[config.mk]
export PLATFORM = sky130hd
export DESIGN_NAME = dvfs_governor
export DESIGN_NICKNAME = d
export VERILOG_FILES = /design/src/rtl/dvfs_gov_pkg.sv /design/src/rtl/dvfs_ratio_div.sv /design/src/rtl/dvfs_ema.sv /design/src/rtl/dvfs_step_ctl.sv /design/src/rtl/dvfs_governor.sv
export SDC_FILE = /design/constraint.sdc
export NUM_CORES = 1
export LEC_CHECK = 0
export BUFFER_PORTS_ARGS = -buffer_cell sky130_fd_sc_hd__buf_2
export CAP_MARGIN = 20
export CORE_UTILIZATION = 40
export DETAILED_ROUTE_END_ITERATION = 8
export GPL_TIMING_DRIVEN = 1
export SLEW_MARGIN = 25
export SYNTH_ARGS = -nofsm -noshare
export SYNTH_HDL_FRONTEND = slang
export SYNTH_HIERARCHICAL = 1
export SYNTH_SLANG_ARGS = --single-unit
export TNS_END_PERCENT = 50
[constraint.sdc]
create_clock -name clk_i -period 11.3 [get_ports clk_i]
set_input_delay 0.565 -clock clk_i [delete_from_list [all_inputs] [get_ports clk_i]]
set_output_delay 0.565 -clock clk_i [all_outputs]
set_load 0.005 [all_outputs]
[src/rtl/dvfs_gov_pkg.sv]
package dvfs_gov_pkg;
  localparam int unsigned REF_MHZ = 1600;
  typedef enum logic [1:0] {
    ACT_HOLD = 2'd0,
    ACT_FAST = 2'd1,
    ACT_SLOW = 2'd2
  } act_e;
endpackage

[src/rtl/dvfs_ratio_div.sv]
module dvfs_ratio_div #(
  parameter int NUM_W = 24,
  parameter int DEN_W = 16
) (
  input  logic             clk_i,
  input  logic             rst_ni,
  input  logic             start_i,
  input  logic [NUM_W-1:0] num_i,
  input  logic [DEN_W-1:0] den_i,
  output logic             done_o,
  output logic [NUM_W-1:0] quo_o
);
  localparam int CNT_W = $clog2(NUM_W);
  localparam logic [CNT_W-1:0] LAST = CNT_W'(NUM_W - 1);

  logic             busy_q;
  logic [CNT_W-1:0] cnt_q;
  logic [DEN_W-1:0] rem_q, rem_nxt;
  logic [NUM_W-1:0] quo_q, quo_nxt;
  logic [DEN_W-1:0] den_q;
  logic [DEN_W:0]   rem_sh, diff;
  logic             fit;

  always_comb begin
    rem_sh  = {rem_q, quo_q[NUM_W-1]};
    diff    = rem_sh - {1'b0, den_q};
    fit     = rem_sh >= {1'b0, den_q};
    rem_nxt = fit ? diff[DEN_W-1:0] : rem_sh[DEN_W-1:0];
    quo_nxt = {quo_q[NUM_W-2:0], fit};
  end

  always_ff @(posedge clk_i or negedge rst_ni) begin
    if (!rst_ni) begin
      busy_q <= 1'b0;
      cnt_q  <= '0;
      rem_q  <= '0;
      quo_q  <= '0;
      den_q  <= '0;
      done_o <= 1'b0;
    end else begin
      done_o <= 1'b0;
      if (start_i && !busy_q) begin
        busy_q <= 1'b1;
        cnt_q  <= '0;
        rem_q  <= '0;
        quo_q  <= num_i;
        den_q  <= den_i;
      end else if (busy_q) begin
        rem_q <= rem_nxt;
        quo_q <= quo_nxt;
        cnt_q <= cnt_q + 1'b1;
        if (cnt_q == LAST) begin
          busy_q <= 1'b0;
          done_o <= 1'b1;
        end
      end
    end
  end

  assign quo_o = quo_q;

  AST_NO_RESTART: assert property (@(posedge clk_i) disable iff (!rst_ni)
    start_i |-> !busy_q);
  AST_DONE_PULSE: assert property (@(posedge clk_i) disable iff (!rst_ni)
    done_o |=> !done_o);
endmodule

[src/rtl/dvfs_ema.sv]
module dvfs_ema #(
  parameter int W   = 10,
  parameter int A_W = 8
) (
  input  logic                clk_i,
  input  logic                rst_ni,
  input  logic                upd_i,
  input  logic [A_W-1:0]      alpha_i,
  input  logic signed [W-1:0] cur_i,
  output logic signed [W-1:0] pred_o
);
  localparam int ACC_W = W + A_W + 3;

  logic                    first_q;
  logic signed [W-1:0]     pred_q;
  logic signed [ACC_W-1:0] a_s, b_s, c_s, p_s, acc, shf;

  always_comb begin
    a_s = $signed({{(ACC_W-A_W){1'b0}}, alpha_i});
    b_s = $signed(ACC_W'(1 << A_W)) - a_s;
    c_s = $signed({{(ACC_W-W){cur_i[W-1]}}, cur_i});
    p_s = $signed({{(ACC_W-W){pred_q[W-1]}}, pred_q});
    acc = a_s * c_s + b_s * p_s;
    shf = acc >>> A_W;
  end

  always_ff @(posedge clk_i or negedge rst_ni) begin
    if (!rst_ni) begin
      first_q <= 1'b1;
      pred_q  <= '0;
    end else if (upd_i) begin
      first_q <= 1'b0;
      pred_q  <= first_q ? '0 : shf[W-1:0];
    end
  end

  assign pred_o = pred_q;

  AST_FIRST_ZERO: assert property (@(posedge clk_i) disable iff (!rst_ni)
    (upd_i && first_q) |=> (pred_o == '0));
  AST_PRED_HELD: assert property (@(posedge clk_i) disable iff (!rst_ni)
    !upd_i |=> $stable(pred_o));
endmodule

[src/rtl/dvfs_step_ctl.sv]
module dvfs_step_ctl
  import dvfs_gov_pkg::*;
#(
  parameter int OVL_W   = 10,
  parameter int IDLE_W  = 12,
  parameter int DIV_W   = 5,
  parameter int DIV_MIN = 2,
  parameter int DIV_MAX = 16,
  parameter int GAP     = 3
) (
  input  logic                   clk_i,
  input  logic                   rst_ni,
  input  logic                   eval_i,
  input  logic signed [OVL_W-1:0] ovl_pred_i,
  input  logic [IDLE_W-1:0]      idle_pred_i,
  input  logic signed [OVL_W-1:0] ovl_thr_i,
  input  logic [IDLE_W-1:0]      idle_thr_i,
  input  logic                   done_i,
  output logic [DIV_W-1:0]       div_o,
  output logic                   req_o
);
  localparam int CNT_W = $clog2(GAP + 1);
  localparam logic [CNT_W-1:0] GAP_LIM = CNT_W'(GAP - 1);
  localparam logic [DIV_W-1:0] D_MIN = DIV_W'(DIV_MIN);
  localparam logic [DIV_W-1:0] D_MAX = DIV_W'(DIV_MAX);

  act_e             act;
  logic [DIV_W-1:0] div_q, tgt;
  logic [CNT_W-1:0] gap_q;
  logic             wait_q, req_q, change;

  always_comb begin
    if (idle_pred_i > idle_thr_i)      act = ACT_SLOW;
    else if (ovl_pred_i > ovl_thr_i)   act = ACT_FAST;
    else                               act = ACT_HOLD;
    unique case (act)
      ACT_SLOW: tgt = (div_q >= D_MAX) ? D_MAX : div_q + 1'b1;
      ACT_FAST: tgt = (div_q <= D_MIN) ? D_MIN : div_q - 1'b1;
      default:  tgt = div_q;
    endcase
    change = eval_i && !wait_q && (gap_q >= GAP_LIM) && (tgt != div_q);
  end

  always_ff @(posedge clk_i or negedge rst_ni) begin
    if (!rst_ni) begin
      div_q  <= D_MIN;
      gap_q  <= GAP_LIM;
      wait_q <= 1'b0;
      req_q  <= 1'b0;
    end else begin
      req_q <= change;
      if (change) begin
        div_q  <= tgt;
        gap_q  <= '0;
        wait_q <= 1'b1;
      end else begin
        if (eval_i && gap_q < GAP_LIM) gap_q <= gap_q + 1'b1;
        if (done_i) wait_q <= 1'b0;
      end
    end
  end

  assign div_o = div_q;
  assign req_o = req_q;

  AST_DIV_RANGE: assert property (@(posedge clk_i) disable iff (!rst_ni)
    (div_o >= D_MIN) && (div_o <= D_MAX));
  AST_REQ_MOVES: assert property (@(posedge clk_i) disable iff (!rst_ni)
    req_o |-> (div_o != $past(div_o)));
  AST_QUIET_STABLE: assert property (@(posedge clk_i) disable iff (!rst_ni)
    !req_o |-> $stable(div_o));
  AST_ONE_STEP: assert property (@(posedge clk_i) disable iff (!rst_ni)
    req_o |-> ((div_o == $past(div_o) + 1'b1) || (div_o + 1'b1 == $past(div_o))));
  AST_WAIT_DONE: assert property (@(posedge clk_i) disable iff (!rst_ni)
    (wait_q && !done_i) |=> !req_o);
endmodule

[src/rtl/dvfs_governor.sv]
module dvfs_governor #(
  parameter int RATE_W  = 16,
  parameter int IDLE_W  = 8,
  parameter int FRAC_W  = 8,
  parameter int DIV_W   = 5,
  parameter int DIV_MIN = 2,
  parameter int DIV_MAX = 16,
  parameter int GAP     = 3
) (
  input  logic                     clk_i,
  input  logic                     rst_ni,
  input  logic                     tick_i,
  input  logic [RATE_W-1:0]        in_rate_i,
  input  logic [RATE_W-1:0]        out_rate_i,
  input  logic [IDLE_W-1:0]        idle_cnt_i,
  input  logic [FRAC_W-1:0]        ovl_alpha_i,
  input  logic [FRAC_W-1:0]        idle_alpha_i,
  input  logic [FRAC_W+1:0]        ovl_thr_i,
  input  logic [IDLE_W+3:0]        idle_thr_i,
  input  logic                     seq_done_i,
  output logic [DIV_W-1:0]         div_o,
  output logic                     div_req_o,
  output logic [FRAC_W+1:0]        ovl_pred_o,
  output logic [IDLE_W+3:0]        idle_pred_o
);
  localparam int OVL_W = FRAC_W + 2;
  localparam int IP_W  = IDLE_W + 4;
  localparam int NUM_W = RATE_W + FRAC_W;
  localparam logic [NUM_W-1:0] NEG_LIM = NUM_W'(1 << (FRAC_W + 1));

  logic              busy_q, zero_q, neg_q, eval_q;
  logic [IDLE_W-1:0] idle_q;
  logic              start, div_done;
  logic [RATE_W-1:0] mag;
  logic [NUM_W-1:0]  quo, mag_sat, neg_v;
  logic signed [OVL_W-1:0] ovl_cur, ovl_pred;
  logic signed [IP_W:0]    idle_cur, idle_pred;

  assign start = tick_i && !busy_q;
  assign mag   = (out_rate_i > in_rate_i) ? out_rate_i - in_rate_i : in_rate_i - out_rate_i;

  always_ff @(posedge clk_i or negedge rst_ni) begin
    if (!rst_ni) begin
      busy_q <= 1'b0;
      zero_q <= 1'b0;
      neg_q  <= 1'b0;
      idle_q <= '0;
      eval_q <= 1'b0;
    end else begin
      eval_q <= div_done;
      if (start) begin
        busy_q <= 1'b1;
        zero_q <= (in_rate_i == '0);
        neg_q  <= (out_rate_i > in_rate_i);
        idle_q <= idle_cnt_i;
      end else if (div_done) begin
        busy_q <= 1'b0;
      end
    end
  end

  dvfs_ratio_div #(.NUM_W(NUM_W), .DEN_W(RATE_W)) u_div (
    .clk_i  (clk_i),
    .rst_ni (rst_ni),
    .start_i(start),
    .num_i  ({mag, {FRAC_W{1'b0}}}),
    .den_i  (in_rate_i),
    .done_o (div_done),
    .quo_o  (quo)
  );

  always_comb begin
    mag_sat = (quo > NEG_LIM) ? NEG_LIM : quo;
    neg_v   = NUM_W'(0) - mag_sat;
    if (zero_q)     ovl_cur = '0;
    else if (neg_q) ovl_cur = $signed(neg_v[OVL_W-1:0]);
    else            ovl_cur = $signed(quo[OVL_W-1:0]);
    idle_cur = $signed({1'b0, idle_q, 4'b0000});
  end

  dvfs_ema #(.W(OVL_W), .A_W(FRAC_W)) u_ema_ovl (
    .clk_i  (clk_i),
    .rst_ni (rst_ni),
    .upd_i  (div_done),
    .alpha_i(ovl_alpha_i),
    .cur_i  (ovl_cur),
    .pred_o (ovl_pred)
  );

  dvfs_ema #(.W(IP_W + 1), .A_W(FRAC_W)) u_ema_idle (
    .clk_i  (clk_i),
    .rst_ni (rst_ni),
    .upd_i  (div_done),
    .alpha_i(idle_alpha_i),
    .cur_i  (idle_cur),
    .pred_o (idle_pred)
  );

  dvfs_step_ctl #(
    .OVL_W  (OVL_W),
    .IDLE_W (IP_W),
    .DIV_W  (DIV_W),
    .DIV_MIN(DIV_MIN),
    .DIV_MAX(DIV_MAX),
    .GAP    (GAP)
  ) u_step (
    .clk_i      (clk_i),
    .rst_ni     (rst_ni),
    .eval_i     (eval_q),
    .ovl_pred_i (ovl_pred),
    .idle_pred_i(idle_pred[IP_W-1:0]),
    .ovl_thr_i  ($signed(ovl_thr_i)),
    .idle_thr_i (idle_thr_i),
    .done_i     (seq_done_i),
    .div_o      (div_o),
    .req_o      (div_req_o)
  );

  assign ovl_pred_o  = ovl_pred;
  assign idle_pred_o = idle_pred[IP_W-1:0];

  AST_POS_BOUND: assert property (@(posedge clk_i) disable iff (!rst_ni)
    (div_done && !neg_q && !zero_q) |-> (quo <= NUM_W'(1 << FRAC_W)));
  AST_IDLE_NONNEG: assert property (@(posedge clk_i) disable iff (!rst_ni)
    !idle_pred[IP_W]);
endmodule

Word-level counts from Yosys, hierarchy flattened
Index checks and enable logic that the tools add are counted.
Word-level totals
  logic and storage cells: 91
  output and inout port bits: 28
  flip-flop bits (word level): 108
  input port bits: 82
Operators by class
  multipliers: 4
  reductions and logical operators: 14
  add/sub/neg operators: 12
  $lt $le $gt $ge: 9
  eq/ne operators: 4
  mux-type cells: 30
Operators by type and width (count)
  $mux 16: 4
  $mux 24: 2
  $sub 16x16->16: 3
  $mux 10: 4
  $gt 24x10->1 const B: 1
  $add 21x21->21: 1
  $mul 10x13->21: 1
  $mux 5: 4
  $sub 9x8->10 const A: 2
  $add 18x18->18: 1
  $mul 10x10->18: 1
  $mul 9x10->18: 1
  $ge 17x16->1: 1
  $gt 16x16->1: 1
  $logic_not 16->1: 1
  $mul 8x8->16: 1
  $mux 13: 1
  $gt 12x12->1: 1
  $mux 1: 11
  $add 5x1->5 const B: 2
  $gt 10x10->1: 1
  $pmux 5 s2: 1
  $sub 1x10->10 const A: 1
  $reduce_bool 2->1: 4
  other kinds (13): 22

Logic depth before layout (Yosys ltp)
  depth in word-level cells: 8
  gate-level depth with buffers: 31
  gate-level depth less buffers: 29

Cells and area by module
The synthesis kept the hierarchy.
By module, submodules not included
  dvfs_ema at u_ema_idle: area each 8593.2 um^2, cells an instance 930, instances 1
  dvfs_ema at u_ema_ovl: area each 6472.5 um^2, cells an instance 671, instances 1
  dvfs_ratio_div: area each 3545.9 um^2, cells an instance 377, instances 1
  dvfs_governor: area each 2432.3 um^2, cells an instance 348, instances 1
  dvfs_step_ctl: area each 1422.6 um^2, cells an instance 180, instances 1

Worst setup path after synthesis
Ideal clock, no wire load.
  path kind: flip-flop to flip-flop
  start: register u_div.quo_q[2] (netlist: u_div/quo_o[2])
  end: register u_ema_ovl.pred_q[8] (netlist: u_ema_ovl/pred_o[8])
  path buffers: 2
  period minus slack after synthesis: 7.643 ns
  stages on the path, launching flop included: 28
  arrival time: 7.521 ns
  path slack: 3.657 ns
  library setup time: 0.122 ns
  cells stage by stage: dfrtp_1 nor3_1 nand4_1 a21oi_1 clkbuf_1 nand2_1 ha_1 clkbuf_2 o21ai_0 a31oi_1 a211oi_1 and2_1 fa_1 fa_1 inv_1 fa_1 inv_1 fa_1 fa_1 fa_1 ha_1 ha_1 a21oi_1 o221ai_1 o31a_1 a221oi_2 xor2_1 o2bb2ai_1
On the way
  word-level cells in the longest chain between the ends: 8
RTL lines
  from (decl): line dvfs_ratio_div.sv:19  | logic [NUM_W-1:0] quo_q, quo_nxt;
  from (signal assigned): line dvfs_ratio_div.sv:46  | quo_q <= num_i;
  from (signal assigned): line dvfs_ratio_div.sv:50  | quo_q <= quo_nxt;
  $gt 24x10->1: line dvfs_governor.sv:73  | mag_sat = (quo > NEG_LIM) ? NEG_LIM : quo;
  $mux 10 (*): line dvfs_governor.sv:73
  $sub 1x10->10 (*): line dvfs_governor.sv:74  | neg_v = NUM_W'(0) - mag_sat;
  $mux 10 (*): line dvfs_governor.sv:76  | else if (neg_q) ovl_cur = $signed(neg_v[OVL_W-1:0]);
  $mux 10 (*): line dvfs_governor.sv:75  | if (zero_q) ovl_cur = '0;
  named net ovl_cur[6]: line dvfs_governor.sv:36  | logic signed [OVL_W-1:0] ovl_cur, ovl_pred;
  $mul 9x10->18 (*): line dvfs_ema.sv:23  | acc = a_s * c_s + b_s * p_s;
  $add 18x18->18 (*): line dvfs_ema.sv:23
  $mux 10 (*): line dvfs_ema.sv:33  | pred_q <= first_q ? '0 : shf[W-1:0];
  to (signal assigned): line dvfs_ema.sv:33
  to (decl): line dvfs_ema.sv:15  | logic signed [W-1:0] pred_q;
Mark *: on every way through the listed nets, which the timed path passes. The rest lies on a longest branch.
A chain may end at the register's enable or synchronous reset.

Worst setup path in the final report
Ends and elaborated chain as after synthesis.

==> summary.txt <==
Run status
  – Status: completed

Final layout
  – Layout cells sized above 1: 7.57%
  – Final Util: 43.5%
  – FF+latch area: 0.00273 mm2
  – Area taken by multi-input logic gates: 0.0176 mm2
  – Fill cells: 5,466
  – Ant. Diodes: 0
  – Area growth, synth to finish: 7.13%
  – Non-filler cells, final: 3,337
  – Nets: 3,260

Clock tree
  – CTS tree: done
  – Root Driver: clkbuf_16
  – PostCTS Resize Cnt: 0
  – Insertion delay to the later sink of the worst-skew pair: 390 ps
  – # hold bufs at CTS: 0
  – Clk sinks: 109
  – Htree depth: 3
  – Worst-case clock buffer depth: 2
  – Clock slew at reported path FFs: 80 ps
  – Postcts setup bufs: 0
  – Total CTS buffers: 9

GRT
  – Initial antenna violation count: 0
  – GRT Resource Usage Total: 20.6%
  – Largest net degree at the start of global routing: 81
  – Grt total ovfl: 0
  – First-pass GRT wire length: 93,900 um
  – Vias in the first global route: 18.0k

Timing
  – RSZ-0062 raised after global routing: no
  – Final hold violation count: 0
  – Final critical-path required period: 8710 ps
  – PnR worst setup slack: 2590 ps
  – Worst-Margin Slew: 1070 ps
  – Final setup TNS: 0 ps
  – Final slew viol count: 0
  – Final setup skew: 9.49 ps
  – Fmax: 115 MHz
  – Final setup vio count: 0
  – Rel. slew slack: 28.4%
  – Period utilization: 77.1%

Job
  – Max_cap viols: 0

Synth
  – Ys async rst share: 100%
  – Sequential area share after synthesis: 12.2%
  – Netlist Area Pre-Place: 0.0225 mm2
  – Post-synth EDFFs: 0
  – Cells after synthesis: 2,506
  – Top-count cell post-synth: inv_1
  – Syn_area_per_cell: 8.97 um2
  – Yosys top cell by area: fa_1
  – Synthesis Warnings: 6
  – Post-synth top cells: inv_1, fa_1, nand2_1
  – Synth Register Bits: 109
  – Yosys cell types: 102
  – Post-synth top flop: dfrtp_1
  – Top-area cell type share of the netlist area: 32.3%
  – Dominant cells by area after synthesis: fa_1, ha_1, dfrtp_1

Place
  – Routability cong.: 0.882
  – Placed cells: 3,321
  – HPWL Detailed: 45,100 um
  – Setup Slack @ Placement: 2670 ps
  – PortBufs: 109

Setup path
  – CP startpoint: u_div/quo_o[2]
  – R2r setup slk: 2590 ps
  – Most used cell, CP: fa_1
  – Crit-path max FO: 12
  – Crit path arrival time: 8970 ps
  – Reg-to-Reg Start: u_div/quo_o[2]
  – Reg2reg path depth: 25
  – Worst Setup End Kind: flop
  – CP Launch Type: flop
  – Crit path capture: u_ema_ovl/pred_o[8]
  – CP peak stage delay: 800 ps
  – Worst EP required: 11,560 ps
  – Slowest-stage cell, CP: a211oi_1
  – R2r endpoint: u_ema_ovl/pred_o[8]
  – Critical setup path kind: flop to flop

Drt
  – WL final: 55,600 um
  – Pre-Repair DR Iteration Count: 5
  – Final ANT Viol Nets: 0
  – Vias per std cell: 5.05
  – Vias post-DR: 16.9k
  – Drt wl/cell: 16.7 um
  – 1st-iter DRT viols: 952
  – Remaining DRCs: 0

Floorplan
  – Die height: 239 um
  – Die ar.: 0.0571 mm2
  – Core area: 0.0553 mm2
  – Cell Rows: 86
  – Initial Util: 40.6%
  – Die Span X: 239 um
  – I/O pin count: 110

Min path
  – Hold WC Path Type: input pin to async pin
[placed cells by master (no fill, tap or decap), types with 21 or more instances in the layout]
cell type / count
inv_1: 503
fa_1: 362
nand2_1: 326
ha_1: 232
and2_1: 184
buf_2: 108
dfrtp_1: 104
o21ai_0: 91
a21oi_1: 81
nor2_1: 66
xnor2_1: 63
conb_1: 48
mux2i_1: 34
xor2_1: 26
nand4_1: 21
[metrics by stage]
step | area (um2) | hold WS (ps)
6_report | 24100 | 262
5_1_grt | 24100 | 301
4_1_cts | 24100 | 293
3_5_place_dp | 23800 | 474
3_3_place_gp | 23800 | 470
2_1_floorplan | 22600 | 269
[worst max-delay path: cells and delay by family (launching register included)]
family          cells  cell delay [ps]
fa+ha+maj           9             3920
compound gates      9             2970
simple gates        4              910
flops               1              480
xor+xnor            1              180
buf+inv             2              110
[kinds of logic after synthesis]
| group | count (synthesis) | synth area share (%) |
|---|---|---|
| simple gates | 712 | 15.8 |
| buf+inv | 608 | 10.5 |
| fa+ha+maj | 594 | 45.2 |
| compound gates | 348 | 10.7 |
| flops | 109 | 12.2 |
| xor+xnor | 92 | 3.71 |
| mux | 42 | 2.00 |
| other cells | 1 | 0.0167 |
[layout make-up]
cell class,instances,area share (%)
multi-input combinational,1836,73.0
sequential,109,11.4
inverter,506,7.90
tap,748,3.89
timing repair buffer,122,2.68
clock buffer,10,0.951
clock inverter,6,0.229
[layer usage]
layer	share of wire [%]	routed length (um)	GRT usage (%)	vias up
met5	0	0	0	-
met4	1.5	841	4.16	0
met3	3.8	2120	2.39	47
met2	48	26400	34.5	365
met1	47	26200	28.7	8444
li1	-	-	-	7996
[registers in the layout (all words and copies together), names as in the netlist, 2 cells and up]
register,count
u_step/div_o,5
u_div/quo_o,24
u_ema_idle/pred_o,13
u_div/cnt_q,5
u_div/den_q,16
u_step/gap_q,2
u_ema_ovl/pred_o,10
u_div/rem_q,16
idle_q,8
[worst min-delay path by stage]
stage	from	endpoint	slack, ps	cells after the start
global route	rst_ni	u_div/quo_o[19]	300	1
detailed placement	u_ema_idle/first_q	u_ema_idle/first_q	470	1
global placement	u_ema_idle/first_q	u_ema_idle/first_q	470	1
finish	rst_ni	u_div/quo_o[19]	260	1
CTS	rst_ni	u_div/quo_o[19]	290	1
floorplan	rst_ni	busy_q	270	0
Power is left out: the tool's default activity adds up to more than one toggle a clock period on the data nets, which glitch-free logic cannot reach.
